[src/rtl/bbs_pkg.sv]
package bbs_pkg;
  // Address width for a memory of the given depth, never below one bit.
  function automatic int unsigned idx_bits(input int unsigned depth);
    return (depth <= 1) ? 1 : $clog2(depth);
  endfunction
endpackage

[src/rtl/bbs_vec_bank.sv]
module bbs_vec_bank #(
  parameter int unsigned DEPTH  = 3,
  parameter int unsigned IDX_W  = 2,
  parameter int unsigned DATA_W = 16
) (
  input  logic              clk_i,
  input  logic              rst_ni,
  input  logic              we_i,
  input  logic [IDX_W-1:0]  waddr_i,
  input  logic [DATA_W-1:0] wdata_i,
  input  logic [IDX_W-1:0]  raddr_i,
  output logic [DATA_W-1:0] rdata_o
);
  logic [DATA_W-1:0] mem_q [DEPTH];

  always_ff @(posedge clk_i or negedge rst_ni) begin
    if (!rst_ni) begin
      for (int i = 0; i < int'(DEPTH); i++) mem_q[i] <= '0;
    end else if (we_i && int'(waddr_i) < int'(DEPTH)) begin
      mem_q[waddr_i] <= wdata_i;
    end
  end

  // Registered read; a same-cycle write is seen on the following read only.
  always_ff @(posedge clk_i or negedge rst_ni) begin
    if (!rst_ni) rdata_o <= '0;
    else if (int'(raddr_i) < int'(DEPTH)) rdata_o <= mem_q[raddr_i];
    else rdata_o <= '0;
  end

  a_r1_write_lands: assert property (@(posedge clk_i) disable iff (!rst_ni)
    (we_i && int'(waddr_i) < int'(DEPTH)) |=> mem_q[$past(waddr_i)] == $past(wdata_i));
endmodule

[src/rtl/bbs_adder_tree.sv]
module bbs_adder_tree #(
  parameter int unsigned N_IN = 4,
  parameter int unsigned W    = 34
) (
  input  logic signed [W-1:0] in_i [N_IN],
  output logic signed [W-1:0] sum_o
);
  localparam int unsigned LVLS = (N_IN <= 1) ? 0 : $clog2(N_IN);
  localparam int unsigned P    = 1 << LVLS;

  logic signed [W-1:0] node [2*P-1];

  for (genvar i = 0; i < int'(P); i++) begin : g_leaf
    if (i < int'(N_IN)) begin : g_used
      assign node[P-1+i] = in_i[i];
    end else begin : g_pad
      assign node[P-1+i] = '0;
    end
  end

  for (genvar i = 0; i < int'(P) - 1; i++) begin : g_node
    assign node[i] = node[2*i+1] + node[2*i+2];
  end

  assign sum_o = node[0];
endmodule

[src/rtl/bbs_row_ctrl.sv]
module bbs_row_ctrl #(
  parameter int unsigned NNZ_PER_BANK = 2
) (
  input  logic clk_i,
  input  logic rst_ni,
  input  logic row_start_i,
  input  logic step_valid_i,
  output logic step_first_o,
  output logic step_last_o
);
  localparam int unsigned CNT_W = bbs_pkg::idx_bits(NNZ_PER_BANK + 1);

  logic             pend_q;
  logic [CNT_W-1:0] cnt_q, cnt_n;

  assign step_first_o = row_start_i | pend_q;
  assign cnt_n        = step_first_o ? CNT_W'(1) : cnt_q + CNT_W'(1);
  assign step_last_o  = step_valid_i && (cnt_n == CNT_W'(NNZ_PER_BANK));

  always_ff @(posedge clk_i or negedge rst_ni) begin
    if (!rst_ni) begin
      pend_q <= 1'b1;
      cnt_q  <= '0;
    end else if (step_valid_i) begin
      pend_q <= step_last_o;
      cnt_q  <= step_last_o ? '0 : cnt_n;
    end else if (row_start_i) begin
      pend_q <= 1'b1;
      cnt_q  <= '0;
    end
  end

  a_r6_cnt_bound: assert property (@(posedge clk_i) disable iff (!rst_ni)
    cnt_q < CNT_W'(NNZ_PER_BANK));
  a_r7_auto_row: assert property (@(posedge clk_i) disable iff (!rst_ni)
    step_last_o |=> step_first_o);
endmodule

[src/rtl/bbs_dot_engine.sv]
module bbs_dot_engine #(
  parameter int unsigned N_BANKS      = 4,
  parameter int unsigned VEC_LEN      = 12,
  parameter int unsigned NNZ_PER_BANK = 2,
  parameter int unsigned DATA_W       = 16,
  parameter int unsigned FRAC_W       = 8,
  parameter int unsigned ACC_W        = 40,
  localparam int unsigned BANK_D = VEC_LEN / N_BANKS,
  localparam int unsigned IDX_W  = bbs_pkg::idx_bits(BANK_D),
  localparam int unsigned ADDR_W = bbs_pkg::idx_bits(VEC_LEN)
) (
  input  logic                      clk_i,
  input  logic                      rst_ni,
  input  logic                      vec_we_i,
  input  logic [ADDR_W-1:0]         vec_waddr_i,
  input  logic [DATA_W-1:0]         vec_wdata_i,
  input  logic                      row_start_i,
  input  logic                      step_valid_i,
  input  logic [N_BANKS*DATA_W-1:0] step_wgt_i,
  input  logic [N_BANKS*IDX_W-1:0]  step_idx_i,
  output logic [DATA_W-1:0]         result_o,
  output logic                      result_valid_o
);
  localparam int unsigned PROD_W = 2 * DATA_W;
  localparam int unsigned PSUM_W = PROD_W + bbs_pkg::idx_bits(N_BANKS) + 1;
  localparam logic signed [ACC_W-1:0] SAT_HI = ACC_W'((64'sd1 <<< (DATA_W-1)) - 64'sd1);
  localparam logic signed [ACC_W-1:0] SAT_LO = -SAT_HI - ACC_W'(1);

  // ---- row framing
  logic step_first, step_last;

  bbs_row_ctrl #(.NNZ_PER_BANK(NNZ_PER_BANK)) u_ctrl (
    .clk_i        (clk_i),
    .rst_ni       (rst_ni),
    .row_start_i  (row_start_i),
    .step_valid_i (step_valid_i),
    .step_first_o (step_first),
    .step_last_o  (step_last)
  );

  // ---- per-bank vector memories
  logic [N_BANKS-1:0] bank_hit;
  logic [DATA_W-1:0]  rdata [N_BANKS];

  for (genvar b = 0; b < int'(N_BANKS); b++) begin : g_bank
    localparam int unsigned BASE = b * BANK_D;
    logic [ADDR_W-1:0] rel;
    assign rel         = vec_waddr_i - ADDR_W'(BASE);
    assign bank_hit[b] = vec_we_i && (int'(vec_waddr_i) >= int'(BASE))
                                  && (int'(vec_waddr_i) <  int'(BASE + BANK_D));

    bbs_vec_bank #(.DEPTH(BANK_D), .IDX_W(IDX_W), .DATA_W(DATA_W)) u_bank (
      .clk_i   (clk_i),
      .rst_ni  (rst_ni),
      .we_i    (bank_hit[b]),
      .waddr_i (IDX_W'(rel)),
      .wdata_i (vec_wdata_i),
      .raddr_i (step_idx_i[b*IDX_W +: IDX_W]),
      .rdata_o (rdata[b])
    );
  end

  // ---- stage 1: weights delayed to meet the memory read
  logic              s1_valid, s1_first, s1_last;
  logic [DATA_W-1:0] s1_wgt [N_BANKS];

  always_ff @(posedge clk_i or negedge rst_ni) begin
    if (!rst_ni) begin
      s1_valid <= 1'b0;
      s1_first <= 1'b0;
      s1_last  <= 1'b0;
      for (int b = 0; b < int'(N_BANKS); b++) s1_wgt[b] <= '0;
    end else begin
      s1_valid <= step_valid_i;
      s1_first <= step_valid_i && step_first;
      s1_last  <= step_last;
      for (int b = 0; b < int'(N_BANKS); b++) s1_wgt[b] <= step_wgt_i[b*DATA_W +: DATA_W];
    end
  end

  // ---- products and reduction
  logic signed [PSUM_W-1:0] prod [N_BANKS];
  logic signed [PSUM_W-1:0] psum;

  for (genvar b = 0; b < int'(N_BANKS); b++) begin : g_mul
    logic signed [PROD_W-1:0] p;
    assign p       = $signed(s1_wgt[b]) * $signed(rdata[b]);
    assign prod[b] = PSUM_W'(p);
  end

  bbs_adder_tree #(.N_IN(N_BANKS), .W(PSUM_W)) u_tree (
    .in_i  (prod),
    .sum_o (psum)
  );

  // ---- stage 2: registered step sum
  logic                     s2_valid, s2_first, s2_last;
  logic signed [PSUM_W-1:0] s2_psum;

  always_ff @(posedge clk_i or negedge rst_ni) begin
    if (!rst_ni) begin
      s2_valid <= 1'b0;
      s2_first <= 1'b0;
      s2_last  <= 1'b0;
      s2_psum  <= '0;
    end else begin
      s2_valid <= s1_valid;
      s2_first <= s1_first;
      s2_last  <= s1_last;
      s2_psum  <= psum;
    end
  end

  // ---- stage 3: accumulate, scale, saturate
  logic signed [ACC_W-1:0] acc_q, acc_d, acc_sh;
  logic        [DATA_W-1:0] sat_val;

  assign acc_d  = (s2_first ? '0 : acc_q) + ACC_W'(s2_psum);
  assign acc_sh = acc_d >>> FRAC_W;

  always_comb begin
    if (acc_sh > SAT_HI)      sat_val = SAT_HI[DATA_W-1:0];
    else if (acc_sh < SAT_LO) sat_val = SAT_LO[DATA_W-1:0];
    else                      sat_val = acc_sh[DATA_W-1:0];
  end

  always_ff @(posedge clk_i or negedge rst_ni) begin
    if (!rst_ni) begin
      acc_q          <= '0;
      result_o       <= '0;
      result_valid_o <= 1'b0;
    end else begin
      result_valid_o <= s2_valid && s2_last;
      if (s2_valid) acc_q <= acc_d;
      if (s2_valid && s2_last) result_o <= sat_val;
    end
  end

  a_r1_one_bank: assert property (@(posedge clk_i) disable iff (!rst_ni)
    $onehot0(bank_hit));
  a_r2_weight_align: assert property (@(posedge clk_i) disable iff (!rst_ni)
    s1_valid |-> $past(step_valid_i));
  a_r4_latency: assert property (@(posedge clk_i) disable iff (!rst_ni)
    result_valid_o |-> $past(step_valid_i, 3));
  a_r10_hold: assert property (@(posedge clk_i) disable iff (!rst_ni)
    !result_valid_o |-> $stable(result_o));
endmodule

[config.mk]
export PLATFORM = sky130hd
export DESIGN_NAME = bbs_dot_engine
export DESIGN_NICKNAME = d
export VERILOG_FILES = /design/src/rtl/bbs_pkg.sv /design/src/rtl/bbs_vec_bank.sv /design/src/rtl/bbs_adder_tree.sv /design/src/rtl/bbs_row_ctrl.sv /design/src/rtl/bbs_dot_engine.sv
export SDC_FILE = /design/constraint.sdc
export NUM_CORES = 2
export LEC_CHECK = 0
export CORE_UTILIZATION = 35
export DETAILED_ROUTE_END_ITERATION = 7
export PLACE_DENSITY = 0.48
export SYNTH_ARGS = -nofsm -noshare
export SYNTH_HDL_FRONTEND = slang
export SYNTH_SLANG_ARGS = --single-unit
export TNS_END_PERCENT = 5
[constraint.sdc]
create_clock -name clk_i -period 13.3 [get_ports clk_i]
set_input_delay 2.66 -clock clk_i [delete_from_list [all_inputs] [get_ports clk_i]]
set_output_delay 2.66 -clock clk_i [all_outputs]
set_load 0.01 [all_outputs]
==> results.toml <==
[die]
fp.dieH_um = 409
rows = 149
initial_core_util_pct = 35.2
io_pins = 114
coreArea_mm2 = 0.165
die_w_um = 409
fp.dieArea_mm2 = 0.168

[critical_path]
cpPeakStageDelay_ns = 0.82
r2r_cells = 29
timing.rr.end = "s2_psum[32]"
critPathSlowestCell = "nand2_1"
crit_type = "register to register"
required_ns = 13.90
setup.worst_path.end_class = "register"
critical_path.max_fanout = 16
worstSetupStartpointType = "register"
reg2reg_from = "s1_wgt[47]"
r2r_slack_ns = 3.46
cpMostUsedCell = "fa_1"
arrival_ns = 10.45

[timing]
hold_viol_final = 0
slew_headroom_pct = 21.7
final_max_slew_viol_count = 0
period_needed_ns = 9.84
setup_viol = 0
fin_worst_skew_ns = 0.0576
tns_ns = 0
rsz0062_at_grt = "no"
max_freq_ghz = 0.102
fin_hold_ws_ns = 0.349
tightestPinTransition_ns = 1.17
finalCritPeriodShare_pct = 74.0

[yosys]
synth_cell_types = 85
yosysWarnings = 0
synthFlopType = "dfrtp_1"
async_flop_share_pct = 100
netlist_area_mm2 = 0.0581
synthCells = 5550
yosysSeqAreaShare_pct = 18.1
synth_nets = 7200
yosys-top-cells-area = "fa_1, dfrtp_1, inv_1, ha_1, and2_1"
netlist.top_cell.by_area = "fa_1"
synth_edf_count = 0
avgSynthCellArea_um2 = 10.5
synth_seq_cells = 420
yosysTopAreaCellShare_pct = 43.7

[cells_and_area]
fin_util_pct = 38.3
seq_area_mm2 = 0.0105
fin_nets = 7189
drive_gt1_share_pct = 6.63
nFillCells = 16500
multi_input_area_mm2 = 0.0418
areaGrowthSynthToFinish_pct = 8.78

[clock_tree]
cts_max_level = 2
numCtsBuffers = 53
cts_tree = "built"
clock_latency_ns = 0.69
cts_buffer_depth = 3
post_cts_buffers = 0
cts.sinks = 420
cts-root-buf = "clkbuf_16"
hold_buffers = 0
cts.repair.resized = 0
clk_pin_slew_ns = 0.07

[grt]
busiest_layer = "met2"
grt_max_degree = 170
grt_use_met2_pct = 35.1
antenna_found_initial = 4
grt_pass1_vias = 40800
grt_pass1_wl_um = 243000
grt_use_total_pct = 19.2
grt_util_met3_pct = 2.25
gr-usage-met1_pct = 23.4
globalRoute.totalOverflow = 0

[outcome]
outcome = "complete, but fails checks"
violations = "design-rule violations"

[min_path]
min_to = "s2_last"
min_path_cells = 0
hold_path_startpoint = "s1_last"
hold_path.class = "register to register"

[placed_design]
gp_congestion = 0.861
dpl.hpwl_um = 129000
port-buffer-count = 113

[routing]
drt-vias-per-instance = 4.65
via_count = 36100
drcViolationCount = 14
first_pass_iters = 7
drt_iter0_markers = 1691
detail_route.wl_per_cell_um = 19.8
ant_nets = 0
wl_um = 154000

[run]
drv_cap = 0
## cells in the mapped netlist, types with 3 or more instances
| master | count |
|---|---|
| o21bai_1 | 13 |
| or3_1 | 4 |
| nand3b_1 | 4 |
| nor4_1 | 3 |
| buf_6 | 5 |
| o31a_1 | 4 |
| dfrtp_1 | 419 |
| and3_1 | 5 |
| mux2i_1 | 73 |
| a21o_1 | 26 |
| nand2_1 | 569 |
| clkbuf_1 | 189 |
| nor2b_1 | 67 |
| nor3_2 | 13 |
| xnor2_1 | 75 |
| ha_1 | 283 |
| nand2b_1 | 48 |
| a311oi_1 | 3 |
| buf_1 | 6 |
| a21oi_1 | 72 |
| nand4_1 | 16 |
| inv_1 | 1325 |
| a31oi_1 | 5 |
| o211ai_1 | 7 |
| fa_1 | 1270 |
| nor3_1 | 14 |
| nand3_1 | 7 |
| o21a_1 | 9 |
| o31ai_1 | 3 |
| nor2_1 | 102 |
| xor2_1 | 17 |
| a211oi_1 | 9 |
| mux2_2 | 217 |
| o21ai_0 | 100 |
| and2_1 | 502 |
## worst max path at each step
stage	from	to	slack, ns	cells after the start
after detailed placement	s1_wgt[31]	s2_psum[32]	3.42	30
after global placement	s1_wgt[31]	s2_psum[32]	3.59	30
after floorplan	s1_wgt[47]	s2_psum[32]	4.36	30
final	s1_wgt[47]	s2_psum[32]	3.46	29
after global routing	s1_wgt[47]	s2_psum[32]	2.92	29
after CTS	g_bank[2].u_bank.rdata_o[0]	s2_psum[32]	3.47	30
## cell families after synthesis
logic type | synth area share [%]
buffers and inverters | 10.0
muxes | 5.49
AOI/OAI and AO/OA | 3.10
xor gates and xnor gates | 1.39
DFF | 18.1
and+or+nand+nor | 12.1
adders and majority gates | 49.8
## routing by layer
metal | vias to the layer above | routed length (µm)
met5 | - | 0
met4 | 0 | 5420
met2 | 503 | 81900
li1 | 16300 | -
met3 | 173 | 4720
met1 | 19200 | 61800
## registers in the layout (all words and copies together), names as in the netlist
name	flops
g_bank.u_bank.mem_q	192
g_bank.u_bank.rdata_o	64
s1_wgt	64
acc_q	40
s2_psum	34
result_o	16
u_ctrl.cnt_q	2
result_valid_o	1
s1_first	1
s1_last	1
s1_valid	1
s2_first	1
s2_last	1
s2_valid	1
u_ctrl.pend_q	1
## cell usage in the layout, fill, tap and decap left out, drive strengths merged, types with 26 or more instances in the layout
cell           netlist  final
inv               1325   1329
fa                1270   1270
nand2              572    572
and2               503    503
dfrtp              419    419
ha                 283    283
mux2               217    217
clkdlybuf4s50        1    112
o21ai              103    103
nor2               102    102
clkbuf             191     77
xnor2               75     75
mux2i               74     74
a21oi               73     73
nor2b               67     67
nand2b              48     48
buf                 13     29
nor3                27     27
a21o                26     26
## critical path: cells and delay by family (launching register included)
family | cells | cell delay, ns
AO/OA/AOI/OAI | 10 | 2.14
XOR/XNOR | 1 | 0.12
adder cells (fa/ha/maj) | 11 | 5.60
buffers and inverters | 5 | 0.26
flip-flops | 1 | 0.74
AND/OR/NAND/NOR | 2 | 0.92
## final cells by class
type / instances / share of cell area (%)
Antenna cell: 2 / 0.00792
Clock buffer: 77 / 2.43
Clock inverter: 19 / 0.469
Inverter: 1325 / 7.87
Multi-Input combinational cell: 3598 / 66.1
Sequential cell: 420 / 16.6
Tap cell: 2189 / 4.33
Timing Repair Buffer: 141 / 2.17
## stage by stage
stage	std cells	cell area (µm²)	setup slack [ns]
6_report	7771	63200	3.46
3_3_place_gp	7673	61400	3.59
4_1_cts	7769	63200	3.47
3_5_place_dp	7673	61400	3.42
5_1_grt	7769	63200	2.92
2_1_floorplan	5550	58100	4.36
Power is left out: the tool's default activity adds up to more than one toggle a clock period on the data nets, which glitch-free logic cannot reach.
